**src/rtl/zfs_pkg.sv**
```systemverilog
package zfs_pkg;

  // Number of sub-field steps: heavy planes repeat in powers of two,
  // the lowest DUTY planes appear once each.
  function automatic int unsigned steps_for(input int unsigned fields,
                                            input int unsigned duty);
    steps_for = (32'd1 << (fields - duty)) - 32'd1 + duty;
  endfunction

  // Field shown during a given sub-field step (highest weight first).
  function automatic int unsigned field_of_step(input int unsigned step,
                                                input int unsigned fields,
                                                input int unsigned duty);
    int unsigned rem;
    int unsigned reps;
    bit          found;
    int unsigned f;
    rem   = step;
    found = 1'b0;
    field_of_step = 0;
    for (int i = 0; i < 32; i++) begin
      if (!found && i < int'(fields)) begin
        f    = fields - 1 - int'(i);
        reps = (f >= duty) ? (32'd1 << (f - duty)) : 32'd1;
        if (rem < reps) begin
          field_of_step = f;
          found = 1'b1;
        end else begin
          rem = rem - reps;
        end
      end
    end
  endfunction

  // Reset on-time: full period, except fields 1 and 0 (half, quarter).
  function automatic int unsigned default_on_time(input int unsigned field,
                                                  input int unsigned period);
    default_on_time = (field >= 2) ? period : (period >> (2 - field));
  endfunction

endpackage

```
**src/rtl/zfs_addr_counter.sv**
```systemverilog
module zfs_addr_counter #(
  parameter int ZB    = 5,
  parameter int CB    = 7,
  parameter int COLS  = 100,
  parameter int RB    = 3,
  parameter int SB    = 5,
  parameter int STEPS = 19
) (
  input  logic          clk,
  input  logic          rst_ln,
  input  logic          adv,
  output logic [ZB-1:0] area_o,
  output logic [CB-1:0] col_o,
  output logic [RB-1:0] row_o,
  output logic [SB-1:0] step_o,
  output logic          area_last_o,
  output logic          row_period_end_o
);

  localparam logic [ZB-1:0] AREA_MAX = {ZB{1'b1}};
  localparam logic [CB-1:0] COL_MAX  = CB'(COLS - 1);
  localparam logic [RB-1:0] ROW_MAX  = {RB{1'b1}};
  localparam logic [SB-1:0] STEP_MAX = SB'(STEPS - 1);

  logic [ZB-1:0] area_q, area_d;
  logic [CB-1:0] col_q, col_d;
  logic [RB-1:0] row_q, row_d;
  logic [SB-1:0] step_q, step_d;
  logic area_last, col_last, row_last, step_last;
  logic col_ce, row_ce, step_ce;

  always_comb begin
    area_last = (area_q == AREA_MAX);
    col_last  = (col_q == COL_MAX);
    row_last  = (row_q == ROW_MAX);
    step_last = (step_q == STEP_MAX);
    col_ce    = adv & area_last;
    row_ce    = col_ce & col_last;
    step_ce   = row_ce & row_last;

    area_d = area_q;
    col_d  = col_q;
    row_d  = row_q;
    step_d = step_q;
    if (adv)     area_d = area_last ? '0 : area_q + 1'b1;
    if (col_ce)  col_d  = col_last  ? '0 : col_q + 1'b1;
    if (row_ce)  row_d  = row_last  ? '0 : row_q + 1'b1;
    if (step_ce) step_d = step_last ? '0 : step_q + 1'b1;
  end

  always_ff @(posedge clk or negedge rst_ln) begin
    if (!rst_ln) begin
      area_q <= '0;
      col_q  <= '0;
      row_q  <= '0;
      step_q <= '0;
    end else begin
      area_q <= area_d;
      col_q  <= col_d;
      row_q  <= row_d;
      step_q <= step_d;
    end
  end

  assign area_o           = area_q;
  assign col_o            = col_q;
  assign row_o            = row_q;
  assign step_o           = step_q;
  assign area_last_o      = area_last;
  assign row_period_end_o = area_last & col_last;

endmodule

```
**src/rtl/zfs_on_time_bank.sv**
```systemverilog
module zfs_on_time_bank #(
  parameter int FIELDS = 8,
  parameter int FB     = 3,
  parameter int TW     = 12,
  parameter int PERIOD = 3200
) (
  input  logic          clk,
  input  logic          rst_ln,
  input  logic          we,
  input  logic [FB-1:0] wfield,
  input  logic [TW-1:0] wvalue,
  input  logic [FB-1:0] sel,
  output logic [TW-1:0] on_time_o
);

  logic [TW-1:0] bank [FIELDS];

  for (genvar f = 0; f < FIELDS; f++) begin : g_entry
    localparam logic [TW-1:0] RST_VAL =
      TW'(zfs_pkg::default_on_time(f, PERIOD));
    logic          hit;
    logic [TW-1:0] val_q, val_d;

    always_comb begin
      hit   = we && (wfield == FB'(f));
      val_d = hit ? wvalue : val_q;
    end

    always_ff @(posedge clk or negedge rst_ln) begin
      if (!rst_ln) val_q <= RST_VAL;
      else         val_q <= val_d;
    end

    assign bank[f] = val_q;
  end

  assign on_time_o = bank[sel];

endmodule

```
**src/rtl/zfs_duty_gen.sv**
```systemverilog
module zfs_duty_gen #(
  parameter int TW = 12
) (
  input  logic          clk,
  input  logic          rst_ln,
  input  logic          adv,
  input  logic          restart,
  input  logic [TW-1:0] on_time,
  output logic          en_o
);

  logic [TW-1:0] timer_q, timer_d;

  always_comb begin
    timer_d = timer_q;
    if (adv) timer_d = restart ? '0 : timer_q + 1'b1;
  end

  always_ff @(posedge clk or negedge rst_ln) begin
    if (!rst_ln) timer_q <= '0;
    else         timer_q <= timer_d;
  end

  assign en_o = (timer_q < on_time);

endmodule

```
**src/rtl/zone_field_sequencer.sv**
```systemverilog
module zone_field_sequencer #(
  parameter int ZONE_BITS   = 5,
  parameter int COLS        = 100,
  parameter int ROW_BITS    = 3,
  parameter int FIELDS      = 8,
  parameter int DUTY_FIELDS = 4,
  localparam int CB     = $clog2(COLS),
  localparam int FB     = $clog2(FIELDS),
  localparam int STEPS  = int'(zfs_pkg::steps_for(FIELDS, DUTY_FIELDS)),
  localparam int SB     = $clog2(STEPS),
  localparam int PERIOD = (1 << ZONE_BITS) * COLS,
  localparam int TW     = $clog2(PERIOD + 1),
  localparam int AW     = FB + ZONE_BITS + ROW_BITS + CB
) (
  input  logic                 clk,
  input  logic                 rst_n,
  input  logic                 run,
  input  logic                 cfg_we,
  input  logic [FB-1:0]        cfg_field,
  input  logic [TW-1:0]        cfg_value,
  output logic [AW-1:0]        rd_addr,
  output logic [ZONE_BITS-1:0] zone_idx,
  output logic                 zones_loaded,
  output logic                 row_en
);

  // Reset synchronizer: asserts at once, releases on the clock.
  logic rst_meta, rst_ln;
  always_ff @(posedge clk or negedge rst_n) begin
    if (!rst_n) begin
      rst_meta <= 1'b0;
      rst_ln   <= 1'b0;
    end else begin
      rst_meta <= 1'b1;
      rst_ln   <= rst_meta;
    end
  end

  logic [ZONE_BITS-1:0] area;
  logic [CB-1:0]        col;
  logic [ROW_BITS-1:0]  row;
  logic [SB-1:0]        step;
  logic [FB-1:0]        field;
  logic                 area_last, row_end;
  logic [TW-1:0]        on_time;
  logic                 strobe_q, strobe_d;

  zfs_addr_counter #(
    .ZB(ZONE_BITS), .CB(CB), .COLS(COLS), .RB(ROW_BITS),
    .SB(SB), .STEPS(STEPS)
  ) u_cnt (
    .clk(clk), .rst_ln(rst_ln), .adv(run),
    .area_o(area), .col_o(col), .row_o(row), .step_o(step),
    .area_last_o(area_last), .row_period_end_o(row_end)
  );

  assign field = FB'(zfs_pkg::field_of_step(32'(step), FIELDS, DUTY_FIELDS));

  zfs_on_time_bank #(
    .FIELDS(FIELDS), .FB(FB), .TW(TW), .PERIOD(PERIOD)
  ) u_bank (
    .clk(clk), .rst_ln(rst_ln), .we(cfg_we), .wfield(cfg_field),
    .wvalue(cfg_value), .sel(field), .on_time_o(on_time)
  );

  zfs_duty_gen #(.TW(TW)) u_duty (
    .clk(clk), .rst_ln(rst_ln), .adv(run), .restart(row_end),
    .on_time(on_time), .en_o(row_en)
  );

  always_comb strobe_d = run & area_last;

  always_ff @(posedge clk or negedge rst_ln) begin
    if (!rst_ln) strobe_q <= 1'b0;
    else         strobe_q <= strobe_d;
  end

  assign rd_addr      = {field, area, row, col};
  assign zone_idx     = area;
  assign zones_loaded = strobe_q;

endmodule

```
**config.mk**
```make
export PLATFORM = sky130hd
export DESIGN_NAME = zone_field_sequencer
export DESIGN_NICKNAME = d
export VERILOG_FILES = /design/src/rtl/zfs_pkg.sv /design/src/rtl/zfs_addr_counter.sv /design/src/rtl/zfs_on_time_bank.sv /design/src/rtl/zfs_duty_gen.sv /design/src/rtl/zone_field_sequencer.sv
export SDC_FILE = /design/constraint.sdc
export NUM_CORES = 1
export LEC_CHECK = 0
export BUFFER_PORTS_ARGS = -buffer_cell sky130_fd_sc_hd__buf_2
export CORE_ASPECT_RATIO = 0.6
export CORE_MARGIN = 2
export CORE_UTILIZATION = 30
export CTS_CLUSTER_SIZE = 40
export DETAILED_ROUTE_END_ITERATION = 16
export GPL_ROUTABILITY_DRIVEN = 0
export GPL_TIMING_DRIVEN = 1
export PLACE_DENSITY = 0.58
export SLEW_MARGIN = 20
export SYNTH_ARGS = -nofsm -noshare
export SYNTH_HDL_FRONTEND = slang
export SYNTH_HIERARCHICAL = 1
export SYNTH_SLANG_ARGS = --single-unit
```
**constraint.sdc**
```tcl
create_clock -name clk -period 9.8 [get_ports clk]
set_input_delay 0.98 -clock clk [delete_from_list [all_inputs] [get_ports clk]]
set_output_delay 0.98 -clock clk [all_outputs]
set_load 0.1 [all_outputs]
```
==> metrics.yaml <==
status: "finished with violations"
violations: "setup timing"
ys.warnings.count: 6
syn-instance-count: 703
ant_nets: 0
seq_area_frac_synth_pct: 40.0
cap_violations: 0
cts_tree: "done"
tightest_slew_ps: 1010
syn_area_per_cell_um2: 11.8
numPortBuffers: 43
power.density_nw_per_um2: 193
setup_viol: 1
cp_slowest_cell: "or4b_4"
synthesis.area_um2: 8260
p_leak_nw: 4.26
peakVddDrop_v: 0.000277
clkTransAtPathRegs_ps: 60
synth.distinct_cells: 94
nets: 841
slew_viol_final: 0
cts.sink_count: 131
grt_max_degree: 72
rsz0062_at_grt: "yes"
finalClockSkew_ps: 11.0
synth_top_area_share_pct: 32.4
wl_per_cell_um: 17.6
synth-seq-cells: 131
grt.overflow.total: 0
endpoint_kind: "output port"
async_reset_ff_share_pct: 100
synth-xor-area-share_pct: 2.91
critPathBufInv: 6
fp.dieW_um: 218
drive_gt1_share_pct: 44.5
slew_headroom_pct: 32.1
die-area_um2: 28900
startpoint_type: "flop"
synth_area_leaders: "dfrtp_1 32%, mux2_2 15%, dfstp_2 7.6%"
area_delta_synth_final_pct: 23.2
ios: 44
clock_path_buffers: 2
yosys.area_share.simple_pct: 14.6
synth_compound_area_share_pct: 9.71
synth_edf_count: 0
design.core.area_um2: 26800
worstHoldPathType: "in2async"
critPathMaxStageDelay_ps: 510
numCtsBuffers: 17
synth_top_family_by_area: "multiplexers"
crit_type: "reg2out"
worstSetupStartpoint: "u_cnt/step_o[4]$_DFFE_PN0P_"
clk_latency_ps: 430
cp_data_required_time_ps: 8820
wirelength_um: 20600
htreeDepth: 4
grt_pass1_vias: 5914
first_pass_iters: 5
drtIter0Drc: 446
cp_max_fo: 6
start_util_pct: 30.9
r2r-start: "u_cnt/col_o[0]$_DFFE_PN0N_"
final_util_pct: 38.0
drcViolationCount: 0
hpwlAfterDp_um: 13800
synth_top_area_cell: "dfrtp_1"
grt_pass1_wl_um: 33700
track_usage_pct: 15.0
yosys.area_share.adder_pct: 4.24
antenna_found_initial: 4
muxShareOfSynthArea_pct: 24.7
fmax_ghz: 0.101
final_area_um2: 10200
dpl-instance-area_um2: 9160
cpLargestDelayFamily: "simple AND/OR/NAND/NOR gates"
hold_viol: 0
via_per_inst: 5.14
setup_slack_ps: -113
die_h_um: 133
synth-main-ff-cell: "dfrtp_1"
min_period_ps: 9910
cts-root-buf: "clkbuf_16"
worstPathArrival_ps: 8930
power_w: 0.00197
rows: 46
post-route-period-util_pct: 101
crit_top_cell: "ha_4"
vias: 6007
-- per-layer routing --
| metal | track usage, % | share of wire (%) |
|---|---|---|
| met5 | 0 | 0.11 |
| met4 | 4.12 | 1.1 |
| met3 | 4.80 | 5.8 |
| met2 | 19.4 | 40 |
| met1 | 23.3 | 53 |
-- worst reg2reg max path, cell delays in order, from the launching register on --
cell      delay, ps
dfrtp_1         430
ha_1            250
nand4b_2        320
nor2_1          280
and2_1          280
and2_1          350
nor2b_1          80
mux2_4          260
-- sequential cells by signal (all words and copies together), names as in the netlist --
name                  flops
rst_ln                    1
rst_meta                  1
u_bank/g_entry.val_q     96
u_cnt/area_o              5
u_cnt/col_o               7
u_cnt/row_o               3
u_cnt/step_o              5
u_duty/timer_q           12
zones_loaded              1
-- worst paths after layout --
kind	to	slack, ps	depth (start not counted)
worst min register to register	rst_ln$_DFF_PN0_	360	0
worst min-delay path	rst_ln$_DFF_PN0_	320	1
worst max-delay path	row_en	-110	43
min in group clk	rst_ln$_DFF_PN0_	360	0
worst max register to register	u_duty/timer_q[11]$_DFFE_PN0P_	7440	7
max in group asynchronous	u_cnt/step_o[1]$_DFFE_PN0P_	7900	1
-- kinds of logic after synthesis --
logic type,after synthesis
xor gates and xnor gates,24
DFF,131
and+or+nand+nor,200
buffers and inverters,61
adders and majority gates,28
muxes,150
other,2
AOI/OAI and AO/OA,107
-- final cells by class --
cell class,instances,area [µm²]
sequential,131,3320
multi-input combinational,516,4960
timing repair buffer,101,748
tap,360,450
inverter,27,104
clock buffer,18,439
antenna,2,5.00
clock inverter,14,151
fill,2582,16600
-- stage by stage --
stage	TNS, ps	setup slack (ps)	instances	hold slack, ps
after global placement	0	76.0	1100	334
after global routing	-561	-561	1168	286
after floorplan	-811	-811	708	331
final	-113	-113	1169	318
after CTS	-99.0	-99.0	1159	295
after detailed placement	-90.0	-90.0	1101	337
-- Yosys cell counts, types with 6 or more instances --
| cell type | instances |
|---|---|
| o21ai_1 | 6 |
| mux2i_1 | 6 |
| a21oi_1 | 18 |
| o21ai_0 | 14 |
| nor3_1 | 9 |
| xor2_1 | 7 |
| nor2b_1 | 9 |
| and2_1 | 7 |
| mux2_1 | 6 |
| nor2_1 | 37 |
| inv_1 | 26 |
| mux4_1 | 21 |
| nand2b_1 | 13 |
| xnor2_1 | 15 |
| buf_2 | 19 |
| nand3_1 | 18 |
| nand4_1 | 10 |
| mux2_2 | 111 |
| nand2_1 | 39 |
| dfrtp_1 | 107 |
| dfstp_2 | 24 |
| o21a_1 | 6 |
| ha_1 | 28 |
-- power breakdown --
part / total (W) / internal (W) / switching (W)
registers: 0.000769 / 0.000674 / 0.0000953
logic: 0.000554 / 0.000218 / 0.000335
clock network: 0.000642 / 0.000384 / 0.000258
-- placed cells by master, fill, tap and decap left out, types with 5 or more instances in the layout --
cell type	netlist	layout
mux2_2	111	107
dfrtp_1	107	103
buf_4	5	49
buf_2	19	41
nand2_1	39	37
nor2_1	37	34
dfstp_2	24	24
inv_1	26	21
ha_1	28	19
nand3_1	18	18
clkbuf_16	0	17
a21oi_1	18	14
mux4_1	21	14
o21ai_0	14	13
xnor2_1	15	13
nand2b_1	13	12
nand4_1	10	10
mux4_2	3	10
nor3_1	9	9
nor2b_1	9	8
conb_1	2	7
and2_1	7	7
xor2_1	7	7
o21ai_1	6	7
ha_4	0	7
mux2_4	2	6
buf_6	5	6
mux2_1	6	6
and4_1	5	5
o211ai_1	5	5
a21oi_2	2	5
o31ai_4	2	5
o21a_1	6	5
inv_2	1	5
mux2i_1	6	5
-- repair_timing --
item	4_1_cts	5_1_grt
gates resized for setup	27	12
setup buffers	24	9
hold buffers	0	0
cloned	2	0
pin swaps	26	24
setup endpoints to repair	1	1
Power figures use the tool's default switching activity.
